File: config.mk
export PLATFORM = sky130hd
export DESIGN_NAME = tree_mag_cmp
export DESIGN_NICKNAME = d
export VERILOG_FILES = /design/src/rtl/cmp_pkg.sv /design/src/rtl/cmp_slice.sv /design/src/rtl/cmp_group.sv /design/src/rtl/cmp_merge.sv /design/src/rtl/tree_mag_cmp.sv
export SDC_FILE = /design/constraint.sdc
export NUM_CORES = 1
export LEC_CHECK = 0
export BUFFER_PORTS_ARGS = -buffer_cell sky130_fd_sc_hd__buf_2
export CAP_MARGIN = 20
export CORE_MARGIN = 3
export CORE_UTILIZATION = 25
export DETAILED_ROUTE_END_ITERATION = 10
export SYNTH_ARGS = -nofsm -noshare
export SYNTH_HDL_FRONTEND = slang
export SYNTH_SLANG_ARGS = --single-unit
File: constraint.sdc
create_clock -name vclk -period 2.79
set_input_delay 0.1395 -clock vclk [all_inputs]
set_output_delay 0.1395 -clock vclk [all_outputs]
set_load 0.05 [all_outputs]
File: src/rtl/cmp_pkg.sv
package cmp_pkg;
  typedef struct packed {
    logic gt;
    logic eq;
    logic lt;
  } cmp_flags_t;

  localparam cmp_flags_t FLAGS_GT = '{gt: 1'b1, eq: 1'b0, lt: 1'b0};
  localparam cmp_flags_t FLAGS_LT = '{gt: 1'b0, eq: 1'b0, lt: 1'b1};
endpackage

File: src/rtl/cmp_slice.sv
module cmp_slice
  import cmp_pkg::*;
#(
  parameter int W = 4
) (
  input  logic [W-1:0] a,
  input  logic [W-1:0] b,
  input  cmp_flags_t   cin,
  output cmp_flags_t   res
);
  always_comb begin
    if (a > b)      res = FLAGS_GT;
    else if (a < b) res = FLAGS_LT;
    else            res = cin;
  end

  always_comb begin

    data_wins_chk: assert ((a == b) || (res.eq == 1'b0 && (res.gt == (a > b))));

    cascade_pass_chk: assert ((a != b) || (res == cin));
  end
endmodule

File: src/rtl/cmp_group.sv
module cmp_group
  import cmp_pkg::*;
#(
  parameter int GW = 5
) (
  input  logic [GW-1:0] a,
  input  logic [GW-1:0] b,
  output cmp_flags_t    res
);
  localparam int SW = GW - 1;

  cmp_flags_t low_bit;

  always_comb begin
    low_bit.gt = a[0] & ~b[0];
    low_bit.eq = 1'b0;
    low_bit.lt = ~a[0] & b[0];
  end

  cmp_slice #(.W(SW)) u_slice (
    .a   (a[GW-1:1]),
    .b   (b[GW-1:1]),
    .cin (low_bit),
    .res (res)
  );

  always_comb begin

    group_dir_chk: assert ((res.gt == (a > b)) && (res.lt == (a < b)));
  end
endmodule

File: src/rtl/cmp_merge.sv
module cmp_merge
  import cmp_pkg::*;
#(
  parameter int N = 5
) (
  input  cmp_flags_t [N-1:0] part,
  output cmp_flags_t         res
);
  localparam int SW = N - 1;

  logic [SW-1:0] hi_a;
  logic [SW-1:0] hi_b;
  cmp_flags_t    base;

  for (genvar i = 0; i < SW; i++) begin : g_pair
    assign hi_a[i] = part[i+1].gt;
    assign hi_b[i] = part[i+1].lt;
  end

  always_comb begin
    base.gt = part[0].gt;
    base.lt = part[0].lt;
    base.eq = ~part[0].gt & ~part[0].lt;
  end

  cmp_slice #(.W(SW)) u_top (
    .a   (hi_a),
    .b   (hi_b),
    .cin (base),
    .res (res)
  );
endmodule

File: src/rtl/tree_mag_cmp.sv
module tree_mag_cmp
  import cmp_pkg::*;
#(
  parameter int DATA_W = 25,
  parameter int SLICE_W = 4
) (
  input  logic [DATA_W-1:0] a_i,
  input  logic [DATA_W-1:0] b_i,
  output logic              gt_o,
  output logic              eq_o,
  output logic              lt_o
);
  localparam int GROUP_W = SLICE_W + 1;
  localparam int NUM_GRP = DATA_W / GROUP_W;

  cmp_flags_t [NUM_GRP-1:0] part;
  cmp_flags_t               final_res;

  for (genvar g = 0; g < NUM_GRP; g++) begin : g_grp
    cmp_group #(.GW(GROUP_W)) u_grp (
      .a   (a_i[g*GROUP_W +: GROUP_W]),
      .b   (b_i[g*GROUP_W +: GROUP_W]),
      .res (part[g])
    );
  end

  cmp_merge #(.N(NUM_GRP)) u_merge (
    .part (part),
    .res  (final_res)
  );

  assign gt_o = final_res.gt;
  assign eq_o = final_res.eq;
  assign lt_o = final_res.lt;

  always_comb begin

    one_hot_res_chk: assert ($onehot({gt_o, eq_o, lt_o}));

    gt_sound_chk: assert (gt_o == (a_i > b_i));

    lt_sound_chk: assert (lt_o == (a_i < b_i));

    eq_sound_chk: assert (eq_o == (a_i == b_i));
  end
endmodule

-- Word-level counts from Yosys, hierarchy flattened
Index checks and enable logic that the tools add are counted.
- bits of input ports: 50
- word-level logic and storage cells: 47
- bits in registers: 0
- output and inout port bits: 3
- muxes and demuxes: 12
- $lt $le $gt $ge: 12
- bitwise gates (word level): 23
- operators with widths (operator ; count):
    $mux W3 ; 12
    $gt A4 B4 Y1 ; 6
    $lt A4 B4 Y1 ; 6
    $not A1 Y1 ; 12
    $and A1 B1 Y1 ; 11

-- Depth between registers and ports, before layout
- word-level depth: 8
- gate-level depth with buffers: 11
- gate-level depth less buffers: 11

-- Hierarchy
A second synthesis with hierarchy kept.
- cell total of the unflattened synthesis: 118
- area total of the unflattened synthesis: 923.4 sq um
- modules (own cells, without submodules) (module ; area an instance (sq um) ; times used ; cells an instance ; seq. area each (sq um)):
    cmp_slice ; 137.6 ; 6 ; 17 ; 0.0
    cmp_group ; 18.8 ; 5 ; 3 ; 0.0
    cmp_merge ; 3.8 ; 1 ; 1 ; 0.0

-- Least setup slack after synthesis
Ideal clock, no wire load.
- path type: input port to output port
- start point: in b_i[12]
- end point: out lt_o
- data arrival time: 2628 ps
- data required time: 2651 ps
- path slack: 23 ps
- path buffers: 0
- stages: 10
- cells stage by stage: inv_1 -> ha_1 -> nor2b_1 -> o21a_1 -> nor3_1 -> nor3_1 -> ha_1 -> nand4_2 -> or3_4 -> o221ai_1
- cells in the longest elaborated chain, start to end: 6
- elaborated cells on any way between the ends: 8
- classes of those cells: order compare (4); mux (4)
- ends and longest elaborated chain (what ; RTL line ; RTL):
    start, declared ; tree_mag_cmp.sv:8 ; input logic [DATA_W-1:0] b_i,
    $lt A4 B4 Y1 ; cmp_slice.sv:13 ; else if (a < b) res = FLAGS_LT;
    $mux W3 ; cmp_slice.sv:13 ;
    $mux W3 (*) ; cmp_slice.sv:12 ; if (a > b) res = FLAGS_GT;
    $lt A4 B4 Y1 ; cmp_slice.sv:13 ;
    $mux W3 ; cmp_slice.sv:13 ;
    $mux W3 (*) ; cmp_slice.sv:12 ;
    end, declared ; tree_mag_cmp.sv:11 ; output logic lt_o
Mark *: on every way between the ends. The rest lies on a longest branch, timed or not.

-- Worst setup path in the final report
- start point: in a_i[12]
- end point: out eq_o
- cells in the longest elaborated chain, start to end: 6
- elaborated cells on any way between the ends: 8
- classes of those cells: order compare (4); mux (4)
- ends and longest elaborated chain (what ; RTL line ; RTL):
    start, declared ; tree_mag_cmp.sv:7 ; input logic [DATA_W-1:0] a_i,
    $lt A4 B4 Y1 ; cmp_slice.sv:13 ;
    $mux W3 ; cmp_slice.sv:13 ;
    $mux W3 (*) ; cmp_slice.sv:12 ;
    $lt A4 B4 Y1 ; cmp_slice.sv:13 ;
    $mux W3 ; cmp_slice.sv:13 ;
    $mux W3 (*) ; cmp_slice.sv:12 ;
    end, declared ; tree_mag_cmp.sv:10 ; output logic eq_o,
Marks and branches as above.

==> impl_results.md <==
* Status: finished, final reports clean
* Critical path capture point type: output port
* Top post-synthesis cells by count: inv_1, ha_1, a21oi_1
* Max Clk Rate at 383 MHz
* Synth Cell Area at 708 sq um
* Seq_cells at 0
* Period Utilization, post-route at approximately 94%
* Simple-gate portion of the synthesized area at between 20% and 30%
* Footprint of the multi-input gates at between 600 and 700 sq um
* Residual DRC at 0
* Pwr Total at 0.200 mW
* Number of global-route vias before repair at 882
* Layout Nets at about 240
* Via count at 853
* Yosys warns at 0
* First-iteration detailed-routing DRC count at 11
* Unrepaired setup endpoints after global routing: no
* Top Ports at 53
* Crit-path max FO at 3
* Layout cells sized above 1 at a little over a third
* Total nets after synthesis at between 150 and 200
* Max-slew headroom at the worst pin at ~79%
* CP Launch Type: input port
* Hpwl dp at 1.71 mm
* Worst Hold Launch: b_i[0]
* Routability Congestion at ~0.7
* Worst Setup SP: a_i[12]
* Arr. time, crit path at roughly 2.5 ns
* WP data required at between 2 and 3 ns
* WS Path Type: in -> out
* Post-synthesis sequential area ratio at 0%
* Antenna Nets Post-Route at 0
* Max-Cap Viols at 0
* Design Area, Final at ~1000 sq um
* Yosys top cell by area: ha_1
* GRT overflow at 0
* First-pass GRT wire length at roughly 3 mm
* DR pass1 iterations at 4
* Leak Pwr at approximately 0.64 nW
* Final-report setup violation count at 0
* # rows at 18
* Final Util at 39.3%
* Share of the synthesized area in the top cell type at roughly 42%
* Least-Margin Pin Slew at between 0.3 and 0.4 ns
* Cells taking the most area after synthesis: ha_1, inv_1, a21oi_1, nand2_1, nor3_1
* Synth Area in Compound Gates at 18.0%
* Register Area at 0 sq um
* Die Ht at about 59 um
* IO buf count at 53
* Placement Cell Area at 1010 sq um
* Die ar. at roughly 3500 sq um
* Top delay family on crit path: simple AND/OR/NAND/NOR gates
* Synth Area in XOR/XNOR at 0%
* Post-Syn Area per Cell at approximately 6.6 sq um
* Mux cell area share after synthesis at 0%
* Count leader, synth: inv_1
* Post-CTS Hold Fix Bufs at 0
* Core Region at 2590 sq um
* Maximum vdd drop at 238 uV
* Synth Instances at between 100 and 150
* Critical-path top delay cell: or3_4
* Drt total wl at around 1.8 mm
* Area Overhead vs Synth at 43.8%
* Largest family of logic cells by synthesized area: adder cells
* Via-to-Cell Ratio at about 4.5
* TNS Setup at 0 ns
* Library cells used by synthesis at 18
* Min Tclk post-route at around 2.6 ns
* Largest net degree at the start of global routing at 4
* Synthesized-area fraction occupied by adder cells at a little over two fifths
* Initial Util at a little over a quarter
* CP Cell Sequence: buf_2, ha_1, nor2b_1, o21a_1, nor3_2, nor3_1, ha_1, nand4_2, or3_4, nor3b_2, and3_1, clkbuf_4
* CLK BUF at 0
* ANT cells at 0
* Top cell by count, worst path: ha_1
* Die Wd at 59.2 um
* Crit path largest cell delay at about 0.42 ns
* Initial antenna violation count at 0
* Avg WL per Cell at between 9 and 10 um
* Class of the worst hold path: in -> out
* Pwr dens at 196 nW/um^2
* Global Route Usage Sum at about a tenth
* Final Hold Viols at 0
* Worst path bufs/invs at 2
* Layout fillers at around 280
* Final Max Slew Viols at 0
area by class of cell:
| cell class | instances | share of cell area (%) |
|---|---|---|
| Inverter | 29 | 10.7 |
| Timing Repair Buffer | 53 | 26.3 |
| Tap cell | 30 | 3.69 |
| Multi-Input combinational cell | 78 | 59.3 |
cells in the final DEF, fill, tap and decap left out, types with 2 or more instances in the layout:
master | synthesis | routed
a21oi_1 | 13 | 13
buf_2 | 0 | 52
ha_1 | 24 | 24
inv_1 | 29 | 29
nand2_1 | 9 | 9
nand4_1 | 3 | 3
nor2_1 | 6 | 6
nor2b_1 | 2 | 2
nor3_1 | 6 | 5
o21a_1 | 3 | 3
o21ai_0 | 4 | 4
stage by stage:
step	hold WS (ns)	setup slack, ns	cells
after floorplan	0.692	0.0227	107
after detailed placement	0.814	0.0941	190
after global placement	0.779	0.139	190
final	0.815	0.177	190
after CTS	0.817	0.0726	190
after global routing	0.839	0.0706	190
worst min-delay path: stages:
cell,delay [ns]
buf_2,0.10
nand2b_1,0.08
o221ai_1,0.12
buf_2,0.23
kinds of logic after synthesis:
| family | count (synthesis) |
|---|---|
| fa+ha+maj | 24 |
| compound gates | 22 |
| buf+inv | 29 |
| simple gates | 32 |
timing repair:
action | CTS | global route
buffers inserted | 0 | 0
resized for setup | 0 | 2
endpoints found under the setup margin | 0 | 1
endpoints found under the hold margin | 0 | 0
power breakdown:
| group | switching [mW] | total (mW) | internal, mW | leakage, nW |
|---|---|---|---|---|
| Combinational | 0.113 | 0.200 | 0.0869 | 0.643 |
| Clock | 0 | 0 | 0 | 0 |
| Sequential | 0 | 0 | 0 | 0 |
| Total | 0.113 | 0.200 | 0.0869 | 0.643 |
metal layers:
layer	track usage, %	vias up	share of wire [%]	wire (um)
met5	0	-	0	0
met4	1.29	0	0	0
met3	1.09	0	10	176
met2	20.4	34	51	892
met1	11.2	350	39	687
li1	-	469	-	-
path summary, 6_finish.rpt:
| check | end | slack, ns | cells past startpoint |
|---|---|---|---|
| max | eq_o | 0.18 | 12 |
| min | lt_o | 0.82 | 4 |
Note: power is estimated with default switching activity, not from simulation.
